`src/rtl/kmx_pkg.sv`:
```
package kmx_pkg;
  // matrix geometry
  localparam int unsigned STB_N   = 16;
  localparam int unsigned STB_W   = $clog2(STB_N);
  localparam int unsigned GRP_N   = 4;
  localparam int unsigned GRP_W   = 4;
  localparam int unsigned SEL_W   = $clog2(GRP_N);
  localparam int unsigned MAIN_N  = GRP_N * GRP_W;
  localparam int unsigned EXTRA_N = 2;
  localparam int unsigned ROW_W   = MAIN_N + EXTRA_N;
  localparam int unsigned IDX_W   = $clog2(ROW_W);
  localparam int unsigned IDX_MODE = MAIN_N;
  localparam int unsigned IDX_AUX  = MAIN_N + 1;

  typedef logic [ROW_W-1:0] row_t;
  typedef logic [STB_W-1:0] stb_t;
  typedef logic [SEL_W-1:0] sel_t;
  typedef logic [IDX_W-1:0] idx_t;
  typedef logic [GRP_W-1:0] grp_t;
endpackage

```
`src/rtl/kmx_timing.sv`:
```
module kmx_timing
  import kmx_pkg::*;
#(
  parameter int unsigned SUB_CYC = 2000
) (
  input  logic clk,
  input  logic rst_n,
  output stb_t stb_o,
  output sel_t sel_o,
  output logic smp_o,
  output logic step_end_o
);
  localparam int unsigned CNT_W = (SUB_CYC > 1) ? $clog2(SUB_CYC) : 1;
  localparam logic [CNT_W-1:0] CNT_LAST = CNT_W'(SUB_CYC - 1);
  localparam sel_t SEL_LAST = SEL_W'(GRP_N - 1);
  localparam stb_t STB_LAST = STB_W'(STB_N - 1);

  logic [CNT_W-1:0] cnt_q, cnt_d;
  sel_t sel_q, sel_d;
  stb_t stb_q, stb_d;
  logic sub_last, grp_last;

  always_comb begin
    sub_last = (cnt_q == CNT_LAST);
    grp_last = (sel_q == SEL_LAST);
    cnt_d    = sub_last ? '0 : cnt_q + 1'b1;
    sel_d    = sel_q;
    stb_d    = stb_q;
    if (sub_last) begin
      sel_d = grp_last ? '0 : sel_q + 1'b1;
      if (grp_last) begin
        stb_d = (stb_q == STB_LAST) ? '0 : stb_q + 1'b1;
      end
    end
  end

  always_ff @(posedge clk or negedge rst_n) begin
    if (!rst_n) begin
      cnt_q <= '0;
      sel_q <= '0;
      stb_q <= '0;
    end else begin
      cnt_q <= cnt_d;
      sel_q <= sel_d;
      stb_q <= stb_d;
    end
  end

  assign stb_o      = stb_q;
  assign sel_o      = sel_q;
  assign smp_o      = sub_last;
  assign step_end_o = sub_last && grp_last;
endmodule

```
`src/rtl/kmx_capture.sv`:
```
module kmx_capture
  import kmx_pkg::*;
(
  input  logic clk,
  input  logic rst_n,
  input  logic smp_i,
  input  logic step_end_i,
  input  sel_t sel_i,
  input  stb_t stb_i,
  input  grp_t ret_i,
  input  logic mode_i,
  input  logic aux_i,
  output logic row_valid_o,
  output stb_t row_stb_o,
  output row_t row_o
);
  grp_t acc_q [GRP_N-1];
  row_t word_w;

  // groups 0..GRP_N-2 are held; the last group is taken straight from the bus
  for (genvar g = 0; g < GRP_N; g++) begin : g_grp
    if (g < GRP_N - 1) begin : g_held
      logic acc_en;
      assign acc_en = smp_i && (sel_i == SEL_W'(g));
      always_ff @(posedge clk or negedge rst_n) begin
        if (!rst_n) begin
          acc_q[g] <= '0;
        end else if (acc_en) begin
          acc_q[g] <= ret_i;
        end
      end
      assign word_w[g*GRP_W +: GRP_W] = acc_q[g];
    end else begin : g_live
      assign word_w[g*GRP_W +: GRP_W] = ret_i;
    end
  end
  assign word_w[IDX_MODE] = mode_i;
  assign word_w[IDX_AUX]  = aux_i;

  logic row_valid_q, row_valid_d;
  stb_t row_stb_q, row_stb_d;
  row_t row_q, row_d;

  always_comb begin
    row_valid_d = step_end_i;
    row_stb_d   = step_end_i ? stb_i  : row_stb_q;
    row_d       = step_end_i ? word_w : row_q;
  end

  always_ff @(posedge clk or negedge rst_n) begin
    if (!rst_n) begin
      row_valid_q <= 1'b0;
      row_stb_q   <= '0;
      row_q       <= '0;
    end else begin
      row_valid_q <= row_valid_d;
      row_stb_q   <= row_stb_d;
      row_q       <= row_d;
    end
  end

  assign row_valid_o = row_valid_q;
  assign row_stb_o   = row_stb_q;
  assign row_o       = row_q;
endmodule

```
`src/rtl/kmx_debounce.sv`:
```
module kmx_debounce
  import kmx_pkg::*;
(
  input  logic clk,
  input  logic rst_n,
  input  logic row_valid_i,
  input  stb_t row_stb_i,
  input  row_t row_i,
  output logic ev_valid_o,
  output stb_t ev_stb_o,
  output idx_t ev_idx_o,
  output logic ev_press_o
);
  row_t prev_q [STB_N];
  row_t stab_q [STB_N];
  row_t pend_q, pend_d;
  stb_t pend_stb_q, pend_stb_d;

  row_t fresh, work_mask, lo_hot, work_stab;
  stb_t work_stb;
  idx_t lo_idx;
  logic found;

  logic ev_valid_q, ev_valid_d;
  stb_t ev_stb_q, ev_stb_d;
  idx_t ev_idx_q, ev_idx_d;
  logic ev_press_q, ev_press_d;

  always_comb begin
    // agreed by two scans and different from the reported state
    fresh     = ~(row_i ^ prev_q[row_stb_i]) & (row_i ^ stab_q[row_stb_i]);
    work_mask = row_valid_i ? fresh : pend_q;
    work_stb  = row_valid_i ? row_stb_i : pend_stb_q;
    lo_idx    = '0;
    for (int i = ROW_W - 1; i >= 0; i--) begin
      if (work_mask[i]) lo_idx = IDX_W'(i);
    end
    found     = |work_mask;
    lo_hot    = found ? (row_t'(1) << lo_idx) : '0;
    work_stab = stab_q[work_stb];
    pend_d     = work_mask & ~lo_hot;
    pend_stb_d = work_stb;
    ev_valid_d = found;
    ev_stb_d   = found ? work_stb : ev_stb_q;
    ev_idx_d   = found ? lo_idx   : ev_idx_q;
    ev_press_d = found ? ~work_stab[lo_idx] : ev_press_q;
  end

  for (genvar s = 0; s < STB_N; s++) begin : g_map
    logic prev_we, stab_we;
    assign prev_we = row_valid_i && (row_stb_i == STB_W'(s));
    assign stab_we = found && (work_stb == STB_W'(s));
    always_ff @(posedge clk or negedge rst_n) begin
      if (!rst_n) begin
        prev_q[s] <= '0;
        stab_q[s] <= '0;
      end else begin
        if (prev_we) prev_q[s] <= row_i;
        if (stab_we) stab_q[s] <= stab_q[s] ^ lo_hot;
      end
    end
  end

  always_ff @(posedge clk or negedge rst_n) begin
    if (!rst_n) begin
      pend_q     <= '0;
      pend_stb_q <= '0;
      ev_valid_q <= 1'b0;
      ev_stb_q   <= '0;
      ev_idx_q   <= '0;
      ev_press_q <= 1'b0;
    end else begin
      pend_q     <= pend_d;
      pend_stb_q <= pend_stb_d;
      ev_valid_q <= ev_valid_d;
      ev_stb_q   <= ev_stb_d;
      ev_idx_q   <= ev_idx_d;
      ev_press_q <= ev_press_d;
    end
  end

  assign ev_valid_o = ev_valid_q;
  assign ev_stb_o   = ev_stb_q;
  assign ev_idx_o   = ev_idx_q;
  assign ev_press_o = ev_press_q;
endmodule

```
`src/rtl/kmx_scanner.sv`:
```
module kmx_scanner
  import kmx_pkg::*;
#(
  parameter int unsigned SUB_CYC = 2000
) (
  input  logic        clk,
  input  logic        rst_n,
  output logic [3:0]  strobe_code,
  output logic [1:0]  grp_sel,
  input  logic [3:0]  ret_in,
  input  logic        mode_ret,
  input  logic        aux_ret,
  output logic        row_valid,
  output logic [3:0]  row_strobe,
  output logic [15:0] row_word,
  output logic        row_mode,
  output logic        row_aux,
  output logic        ev_valid,
  output logic [3:0]  ev_strobe,
  output logic [4:0]  ev_ret,
  output logic        ev_press
);
  stb_t stb_w;
  sel_t sel_w;
  logic smp_w, step_end_w;
  logic rv_w;
  stb_t rs_w;
  row_t row_w;

  kmx_timing #(.SUB_CYC(SUB_CYC)) u_timing (
    .clk        (clk),
    .rst_n      (rst_n),
    .stb_o      (stb_w),
    .sel_o      (sel_w),
    .smp_o      (smp_w),
    .step_end_o (step_end_w)
  );

  kmx_capture u_capture (
    .clk         (clk),
    .rst_n       (rst_n),
    .smp_i       (smp_w),
    .step_end_i  (step_end_w),
    .sel_i       (sel_w),
    .stb_i       (stb_w),
    .ret_i       (ret_in),
    .mode_i      (mode_ret),
    .aux_i       (aux_ret),
    .row_valid_o (rv_w),
    .row_stb_o   (rs_w),
    .row_o       (row_w)
  );

  kmx_debounce u_debounce (
    .clk         (clk),
    .rst_n       (rst_n),
    .row_valid_i (rv_w),
    .row_stb_i   (rs_w),
    .row_i       (row_w),
    .ev_valid_o  (ev_valid),
    .ev_stb_o    (ev_strobe),
    .ev_idx_o    (ev_ret),
    .ev_press_o  (ev_press)
  );

  assign strobe_code = stb_w;
  assign grp_sel     = sel_w;
  assign row_valid   = rv_w;
  assign row_strobe  = rs_w;
  assign row_word    = row_w[MAIN_N-1:0];
  assign row_mode    = row_w[IDX_MODE];
  assign row_aux     = row_w[IDX_AUX];
endmodule

```
`config.mk`:
```
export PLATFORM = sky130hd
export DESIGN_NAME = kmx_scanner
export DESIGN_NICKNAME = d
export VERILOG_FILES = /design/src/rtl/kmx_pkg.sv /design/src/rtl/kmx_timing.sv /design/src/rtl/kmx_capture.sv /design/src/rtl/kmx_debounce.sv /design/src/rtl/kmx_scanner.sv
export SDC_FILE = /design/constraint.sdc
export NUM_CORES = 1
export LEC_CHECK = 0
export ABC_AREA = 1
export CAP_MARGIN = 20
export CELL_PAD_IN_SITES_DETAIL_PLACEMENT = 1
export CELL_PAD_IN_SITES_GLOBAL_PLACEMENT = 1
export CORE_MARGIN = 2
export CORE_UTILIZATION = 49
export CTS_CLUSTER_SIZE = 24
export DETAILED_ROUTE_END_ITERATION = 16
export PLACE_DENSITY = 0.79
export SYNTH_ARGS = -nofsm -noshare
export SYNTH_HDL_FRONTEND = slang
export SYNTH_SLANG_ARGS = --single-unit
```
`constraint.sdc`:
```
create_clock -name clk -period 4.5 [get_ports clk]
set_clock_uncertainty 0.1 [all_clocks]
set_input_delay 0.45 -clock clk [delete_from_list [all_inputs] [get_ports clk]]
set_output_delay 0.45 -clock clk [all_outputs]
set_load 0.03 [all_outputs]
```
==> out/metrics.yaml, run 1 <==
routing:
  first_pass_iters: 6
  avgRoutedWirePerCell_um: 26.4
  routed_wl_mm: 123
  ant_nets: 0
  drc: 0
  viasPerCell: 6.15
  drt_iter0_drc: 2866
  vias: 28700
setup_path:
  endpoint_kind: "register"
  reg2reg_depth: 27
  reg2reg_slack_ns: 0.08
  timing.rr.end: "u_debounce.stab_q[126]$_DFFE_PN0P_"
  path_class: "register to register"
  cp.required_ns: 4.94
  crit_cells: 27
  crit_start: "u_capture.row_stb_o[1]$_DFFE_PN0P_"
  cpMaxStageDelayCell: "dfrtp_2"
  critical-path-max-stage-delay_ns: 0.48
  crit_top_cell: "nand2_1"
  worst-path-max-fanout: 16
  cp.arrival_ns: 4.86
  crit_buf_inv: 10
  path_delay_family: "simple AND/OR/NAND/NOR gates"
  r2r-start: "u_capture.row_stb_o[1]$_DFFE_PN0P_"
  cp-start-kind: "register"
power:
  power_density_nw_per_um2: 328
  seqPwrFrac_pct: 47.7
  finalPower_mw: 12.5
  p_int_mw: 9.67
  sw_frac_of_total_pct: 22.5
  power_leakage_nw: 17.1
  ir_drop_mv: 0.269
  clockPowerShare_pct: 50.1
  p_comb_share_pct: 2.1
  p_switching_mw: 2.81
die:
  die_width_um: 260
  rows: 93
  initial_core_util_pct: 49.7
  die_h_um: 260
  num_io_pins: 48
  dieArea_sq_um: 67600
  core_sq_um: 64600
run_status:
  status: "finished clean"
grt:
  grt_max_degree: 99
  antenna_found_initial: 0
  grt_overflow: 0
  grt_pass1_wl_mm: 185
  grt_pass1_vias: 31100
  grt.total_usage_pct: 36.0
cts:
  cts.path.max_buffers: 3
  cts_tree: "done"
  clkSinkCount: 661
  root_buffer: "clkbuf_16"
  clk_latency_ns: 0.64
  htree_levels: 3
  path_clk_slew_ns: 0.07
  cts_buffers: 74
placed_design:
  dp.cells: 4508
  hpwl_mm: 75.1
  gp_congestion: 0.897
  port_buffers: 47
logic_synthesis:
  ys_seq_area_share_pct: 51.5
  yosysTopAreaCellShare_pct: 51.5
  yosysTopAreaCell: "dfrtp_1"
  ys.warnings.count: 0
  yosys_register_bits: 661
  ys_types: 54
  syn_nets: 3645
  synth_edf_count: 0
  synth.top_cells.by_area: "dfrtp_1 (51%), nand2_1 (10%), a22oi_1 (5.9%)"
  synth_flop_cell: "dfrtp_1"
  synth_area_per_cell_sq_um: 8.85
  syn_inst: 3631
  ys_async_sr_fraction_pct: 100
  synth_area_sq_um: 32100
min_path:
  hp-start: "mode_ret"
  hold_depth: 3
  hold_end: "u_capture.row_o[16]$_DFFE_PN0P_"
  hp-class: "input port to register"
finish:
  syn2layout_area_growth_pct: 18.7
  fillers: 7311
  mostFrequentLayoutCells: "nand2_1 (874), dfrtp_1 (659), nor2_1 (274), a22oi_1 (245), inv_1 (235)"
  layout-drive-gt1-share_pct: 12.9
  final_common_cell: "nand2_1"
  instances_no_fill: 4665
  nets: 3770
timing:
  worst_pin_slew_ns: 1.10
  finalSetupViolCount: 0
  relSlewSlack_pct: 26.9
  slew_violations: 0
  hold_viol: 0
  finalCritPeriodShare_pct: 98.2
  rsz0062_at_grt: "yes"
  finalCriticalPeriod_ns: 4.42
  fmax_mhz: 226
flow_run:
  drv_cap: 0
stage by stage:
| stage | hold slack [ns] | setup slack (ns) | utilization, % | area [sq um] | setup TNS [ns] |
|---|---|---|---|---|---|
| floorplan | 0.0544 | 0.631 | - | 32100 | 0 |
| finish | 0.291 | 0.0794 | 59.0 | 38100 | 0 |
| CTS | 0.268 | 0.0323 | 58.0 | 37500 | 0 |
| detailed placement | 0.359 | -0.101 | 54.1 | 34900 | -2.73 |
| global placement | 0.356 | -0.0182 | 54.1 | 34900 | -0.0514 |
| global route | 0.300 | -0.138 | 59.0 | 38100 | -6.67 |
power by group through the flow:
stage | clock [mW] | sequential (mW) | combinational, mW
finish | 6.26 | 5.96 | 0.265
global route | 6.54 | 5.96 | 0.288
CTS | 6.31 | 5.96 | 0.268
detailed placement | 0 | 6.07 | 0.264
global placement | 0 | 6.07 | 0.256
floorplan | 0 | 6.08 | 0.0492
final cells by class:
class                           count  area (sq um)  share of cell area (%)
Antenna cell                        1          2.50                 0.00657
Clock buffer                      108          2180                    5.72
Clock inverter                     21           293                   0.768
Inverter                          272          1040                    2.73
Multi-Input combinational cell   2474         13800                    36.2
Sequential cell                   661         16500                    43.4
Tap cell                          855          1070                    2.81
Timing Repair Buffer              273          3170                    8.32
sequential cells by signal, summed over array words and instances, names as in the netlist:
name,cells
u_timing.cnt_q,11
u_debounce.pend_stb_q,4
u_timing.sel_o,2
u_capture.row_stb_o,4
u_timing.stb_o,4
u_debounce.pend_q,18
u_capture.row_o,18
u_debounce.ev_valid_o,1
u_debounce.ev_stb_o,4
u_capture.row_valid_o,1
u_debounce.ev_press_o,1
u_debounce.stab_q,288
u_debounce.ev_idx_o,5
u_capture.acc_q,12
u_debounce.prev_q,288
worst reg2reg max path, delay by kind of cell (launching register included):
kind / cells / cell delay, ns
XOR/XNOR: 1 / 0.22
flip-flops: 1 / 0.48
AND/OR/NAND/NOR: 13 / 1.56
AO/OA/AOI/OAI: 3 / 0.42
buffers and inverters: 10 / 1.56
routing by layer:
metal / vias to the layer above / wire (um) / global-route usage [%]
li1: 12300 / - / -
met1: 14600 / 48000 / 44.7
met2: 1314 / 58800 / 59.8
met3: 445 / 8310 / 5.67
met4: 0 / 7800 / 20.7
met5: - / 0 / 0
timing repair:
action / in CTS / in global routing
hold buffers: 1 / 0
endpoints found under the hold margin: 84 / 0
buffers inserted: 3 / 17
cloned: 0 / 6
resized for setup: 4 / 70
endpoints found under the setup margin: 174 / 311
pin swaps: 3 / 9
synthesized netlist by cell type, drive strengths merged, types with 2 or more instances:
master / instances
nand2: 903
dfrtp: 661
nor2: 321
inv: 267
a22oi: 254
o21ai: 227
a21oi: 203
xor2: 191
clkbuf: 131
o221ai: 120
xnor2: 100
buf: 93
nand4: 36
nand3: 35
nor3: 16
nor4: 12
a22o: 8
o22ai: 8
or2: 8
ha: 6
clkinv: 5
a21boi: 4
o31ai: 4
and2: 3
a221oi: 2
a31oi: 2
nand2b: 2
o211ai: 2
o21a: 2
worst max-delay path by stage:
stage | to | slack [ns]
after floorplan | u_debounce.stab_q[198]$_DFFE_PN0P_ | 0.63
after CTS | u_debounce.stab_q[11]$_DFFE_PN0P_ | 0.03
after detailed placement | u_debounce.stab_q[163]$_DFFE_PN0P_ | -0.10
final | u_debounce.stab_q[126]$_DFFE_PN0P_ | 0.08
after global routing | u_debounce.stab_q[126]$_DFFE_PN0P_ | -0.14
after global placement | u_debounce.stab_q[17]$_DFFE_PN0P_ | -0.02
kinds of logic (layout without fill, tap and decap cells):
logic type	after synthesis	in the layout	share of synthesized area, %
AOI/OAI and AO/OA	837	837	16.8
buffers and inverters	496	674	6.43
other	1	2	0.0117
xor gates and xnor gates	291	291	7.93
muxes	2	2	0.0662
DFF	661	661	51.5
adders and majority gates	6	6	0.234
and+or+nand+nor	1337	1337	17.1
(Power assumes the default switching activity.)
==> inputs of run 2 (changes only) <==
--- a/config.mk
+++ b/config.mk
@@ -13,6 +13,7 @@
 export CORE_UTILIZATION = 49
 export CTS_CLUSTER_SIZE = 24
 export DETAILED_ROUTE_END_ITERATION = 16
+export MAX_ROUTING_LAYER = met4
 export PLACE_DENSITY = 0.79
 export SYNTH_ARGS = -nofsm -noshare
 export SYNTH_HDL_FRONTEND = slang
==> out/metrics.yaml, run 2 (synthesis gave the netlist of run 1 again) <==
power:
  power_leakage_nw: 16.9  # -1.1%
  clockPowerShare_pct: 49.9  # -0.2 points
  seqPwrFrac_pct: 48.0  # +0.3 points
  power_density_nw_per_um2: 329  # +0.58%
  p_comb_share_pct: 2.1  # about the same
  p_int_mw: 9.56  # -1.2%
  sw_frac_of_total_pct: 22.9  # +0.45 points
  p_switching_mw: 2.85  # +1.4%
  finalPower_mw: 12.4  # -0.59%
  ir_drop_mv: 0.333  # +24%
finish:
  regArea_sq_um: 16500  # about the same
  final_common_cell: "nand2_1"
  syn2layout_area_growth_pct: 17.3
  fillers: 7381  # +0.96%
  mostFrequentLayoutCells: "nand2_1 (876), dfrtp_1 (660), nor2_1 (279), a22oi_1 (247), inv_1 (233)"
  nets: 3756  # -0.37%
  multi_input_area_sq_um: 13700  # -0.67%
  layout-drive-gt1-share_pct: 12.3  # -0.52 points
  diodes: 0  # -1
  reg.largest.list: "u_debounce.prev_q x288, u_debounce.stab_q x288"
  post-route-util_pct: 58.3  # -0.69 points
  instances_no_fill: 4653  # -0.26%
grt:
  grt-busiest-layer: "met2"
  grt_pass1_wl_mm: 184  # -0.89%
  met2_usage_pct: 59.7  # about the same
  grt_pass1_vias: 30600  # -1.4%
  grt_overflow: 0  # unchanged
  grt.met3_usage_pct: 5.22  # -0.45 points
  antenna_found_initial: 0  # unchanged
  grt_max_degree: 111  # +12%
  grt.total_usage_pct: 36.7  # +0.68 points
  use_met1_pct: 44.3  # -0.37 points
placed_design:
  hpwl_mm: 74.6  # -0.57%
  gp_congestion: 0.937  # +4.5%
  port_buffers: 47  # unchanged
  post-place-ws_ns: -0.227  # -0.126 ns
  dp.cells: 4504  # -0.089%
setup_path:
  cp-start-kind: "register"
  cpMaxStageDelayCell: "dfrtp_2"
  reg2reg_slack_ns: 0.17  # +0.09 ns
  r2r-start: "u_capture.row_stb_o[0]$_DFFE_PN0P_"
  endpoint_kind: "register"
  cp.arrival_ns: 4.75  # -0.11 ns
  worst-path-max-fanout: 27  # +11
  cp.required_ns: 4.92  # -0.02 ns
  reg2reg_depth: 22  # -19%
  crit_buf_inv: 7  # -3
  timing.rr.end: "u_debounce.stab_q[279]$_DFFE_PN0P_"
  path_class: "register to register"
  cp_cell_sequence: "inv_2, buf_4, nand2_2, buf_12, buf_6, o221ai_1, nand2_1, nand4_1, o21ai_0, a22oi_2, and2_1, nand2_1, nor4_2, inv_2, nor2_4, nand2_2, nand2_1, inv_2, nand2_1, inv_2, nand2_1, xnor2_2"
  path_delay_family: "simple AND/OR/NAND/NOR gates"
  crit_top_cell: "nand2_1"
  critical-path-max-stage-delay_ns: 0.49  # about the same
timing:
  fmax_mhz: 231  # +2.0%
  hold_viol: 0  # unchanged
  finalCriticalPeriod_ns: 4.33  # -0.0882 ns
  worst_pin_slew_ns: 1.02  # -0.0741 ns
  finalSetupViolCount: 0  # unchanged
  slew_violations: 0  # unchanged
  setup_tns_ns: 0  # unchanged
  finalCritPeriodShare_pct: 96.3  # -2.0 points
  rsz0062_at_grt: "yes"
  layout_setup_ws_ns: 0.168  # +0.0882 ns
  relSlewSlack_pct: 31.9  # +5.0 points
die:
  initial_core_util_pct: 49.7  # unchanged
  rows: 93  # unchanged
  dieArea_sq_um: 67600  # unchanged
  die_width_um: 260  # unchanged
  die_h_um: 260  # unchanged
  core_sq_um: 64600  # unchanged
  num_io_pins: 48  # unchanged
flow_run:
  drv_cap: 0  # unchanged
cts:
  clk_latency_ns: 0.65  # about the same
  path_clk_slew_ns: 0.06  # about the same
  htree_levels: 3  # unchanged
  root_buffer: "clkbuf_16"
  cts_buffers: 74  # unchanged
  cts_tree: "done"
  cts.path.max_buffers: 3  # unchanged
  clkSinkCount: 661  # unchanged
routing:
  avgRoutedWirePerCell_um: 25.7  # -2.3%
  ant_nets: 0  # unchanged
  drc: 0  # unchanged
  drt_iter0_drc: 2630  # -8.2%
  vias: 28300  # -1.3%
  routed_wl_mm: 120  # -2.6%
  viasPerCell: 6.09  # -1.0%
  first_pass_iters: 5  # -1
run_status:
  status: "finished clean"
min_path:
  hp-class: "input port to asynchronous set/reset pin"
[run 2: cell count changes in the layout (fill, tap and decap cells not counted), sizes merged]
cell / change
buf: -10
clkbuf: -1
bufinv: -4
clkinv: +6
inv: -1
diode: -1
clkinvlp: -1
[run 2: layout make-up]
cell class,instances,share of cell area (%)
inverter,272,2.78
sequential,661,43.9
timing repair buffer,259,7.49
clock inverter,21,0.571
clock buffer,111,5.98
multi-input combinational,2474,36.4
tap,855,2.84
[run 2: worst max-delay path by stage]
stage / from / to / slack, ns / depth (start not counted)
2_1_floorplan: u_capture.row_stb_o[0]$_DFFE_PN0P_ / u_debounce.stab_q[198]$_DFFE_PN0P_ / 0.63 / 22
4_1_cts: u_capture.row_stb_o[3]$_DFFE_PN0P_ / u_debounce.stab_q[50]$_DFFE_PN0P_ / 0.03 / 20
5_1_grt: u_capture.row_stb_o[0]$_DFFE_PN0P_ / u_debounce.stab_q[52]$_DFFE_PN0P_ / -0.04 / 28
3_3_place_gp: u_capture.row_stb_o[1]$_DFFE_PN0P_ / u_debounce.stab_q[19]$_DFFE_PN0P_ / -0.01 / 28
6_report: u_capture.row_stb_o[0]$_DFFE_PN0P_ / u_debounce.stab_q[279]$_DFFE_PN0P_ / 0.17 / 22
3_5_place_dp: u_capture.row_stb_o[1]$_DFFE_PN0P_ / u_debounce.stab_q[255]$_DFFE_PN0P_ / -0.23 / 23
[run 2: what timing repair did]
action | 4_1_cts | 5_1_grt
endpoints found under the hold margin | 92 | 0
gates resized for setup | 2 | 50
cloned | 0 | 2
setup endpoints to repair | 113 | 295
hold buffers | 1 | 0
pin swaps | 2 | 8
setup buffers | 3 | 11
[run 2: metal layers]
layer,vias to the layer above,share of wire (%)
met5,-,0
met4,0,5.4
met3,379,6.4
met2,1166,49
met1,14500,40
li1,12300,-
[run 2: power by group through the flow]
stage / Sequential (mW) / Clock [mW] / Combinational, mW
after detailed placement: 6.07 / 0 / 0.264
after global placement: 6.07 / 0 / 0.259
after CTS: 5.96 / 6.26 / 0.267
after floorplan: 6.08 / 0 / 0.0492
after global routing: 5.96 / 6.49 / 0.287
final: 5.96 / 6.19 / 0.260
[run 2: worst register-to-register path: stages (launching register included)]
cell	delay, ns
dfrtp_2	0.49
inv_2	0.10
buf_4	0.18
nand2_2	0.12
buf_12	0.22
buf_6	0.28
o221ai_1	0.17
nand2_1	0.11
nand4_1	0.24
o21ai_0	0.34
a22oi_2	0.14
and2_1	0.19
nand2_1	0.11
nor4_2	0.05
inv_2	0.14
nor2_4	0.05
nand2_2	0.19
nand2_1	0.11
inv_2	0.08
nand2_1	0.09
inv_2	0.37
nand2_1	0.18
xnor2_2	0.16
[run 2: per-stage QoR]
stage	hold WS (ns)	cell area, sq um
final	0.278	37700
after global routing	0.289	37700
after CTS	0.265	37300
after detailed placement	0.357	34800
after global placement	0.356	34800
after floorplan	0.0544	32100
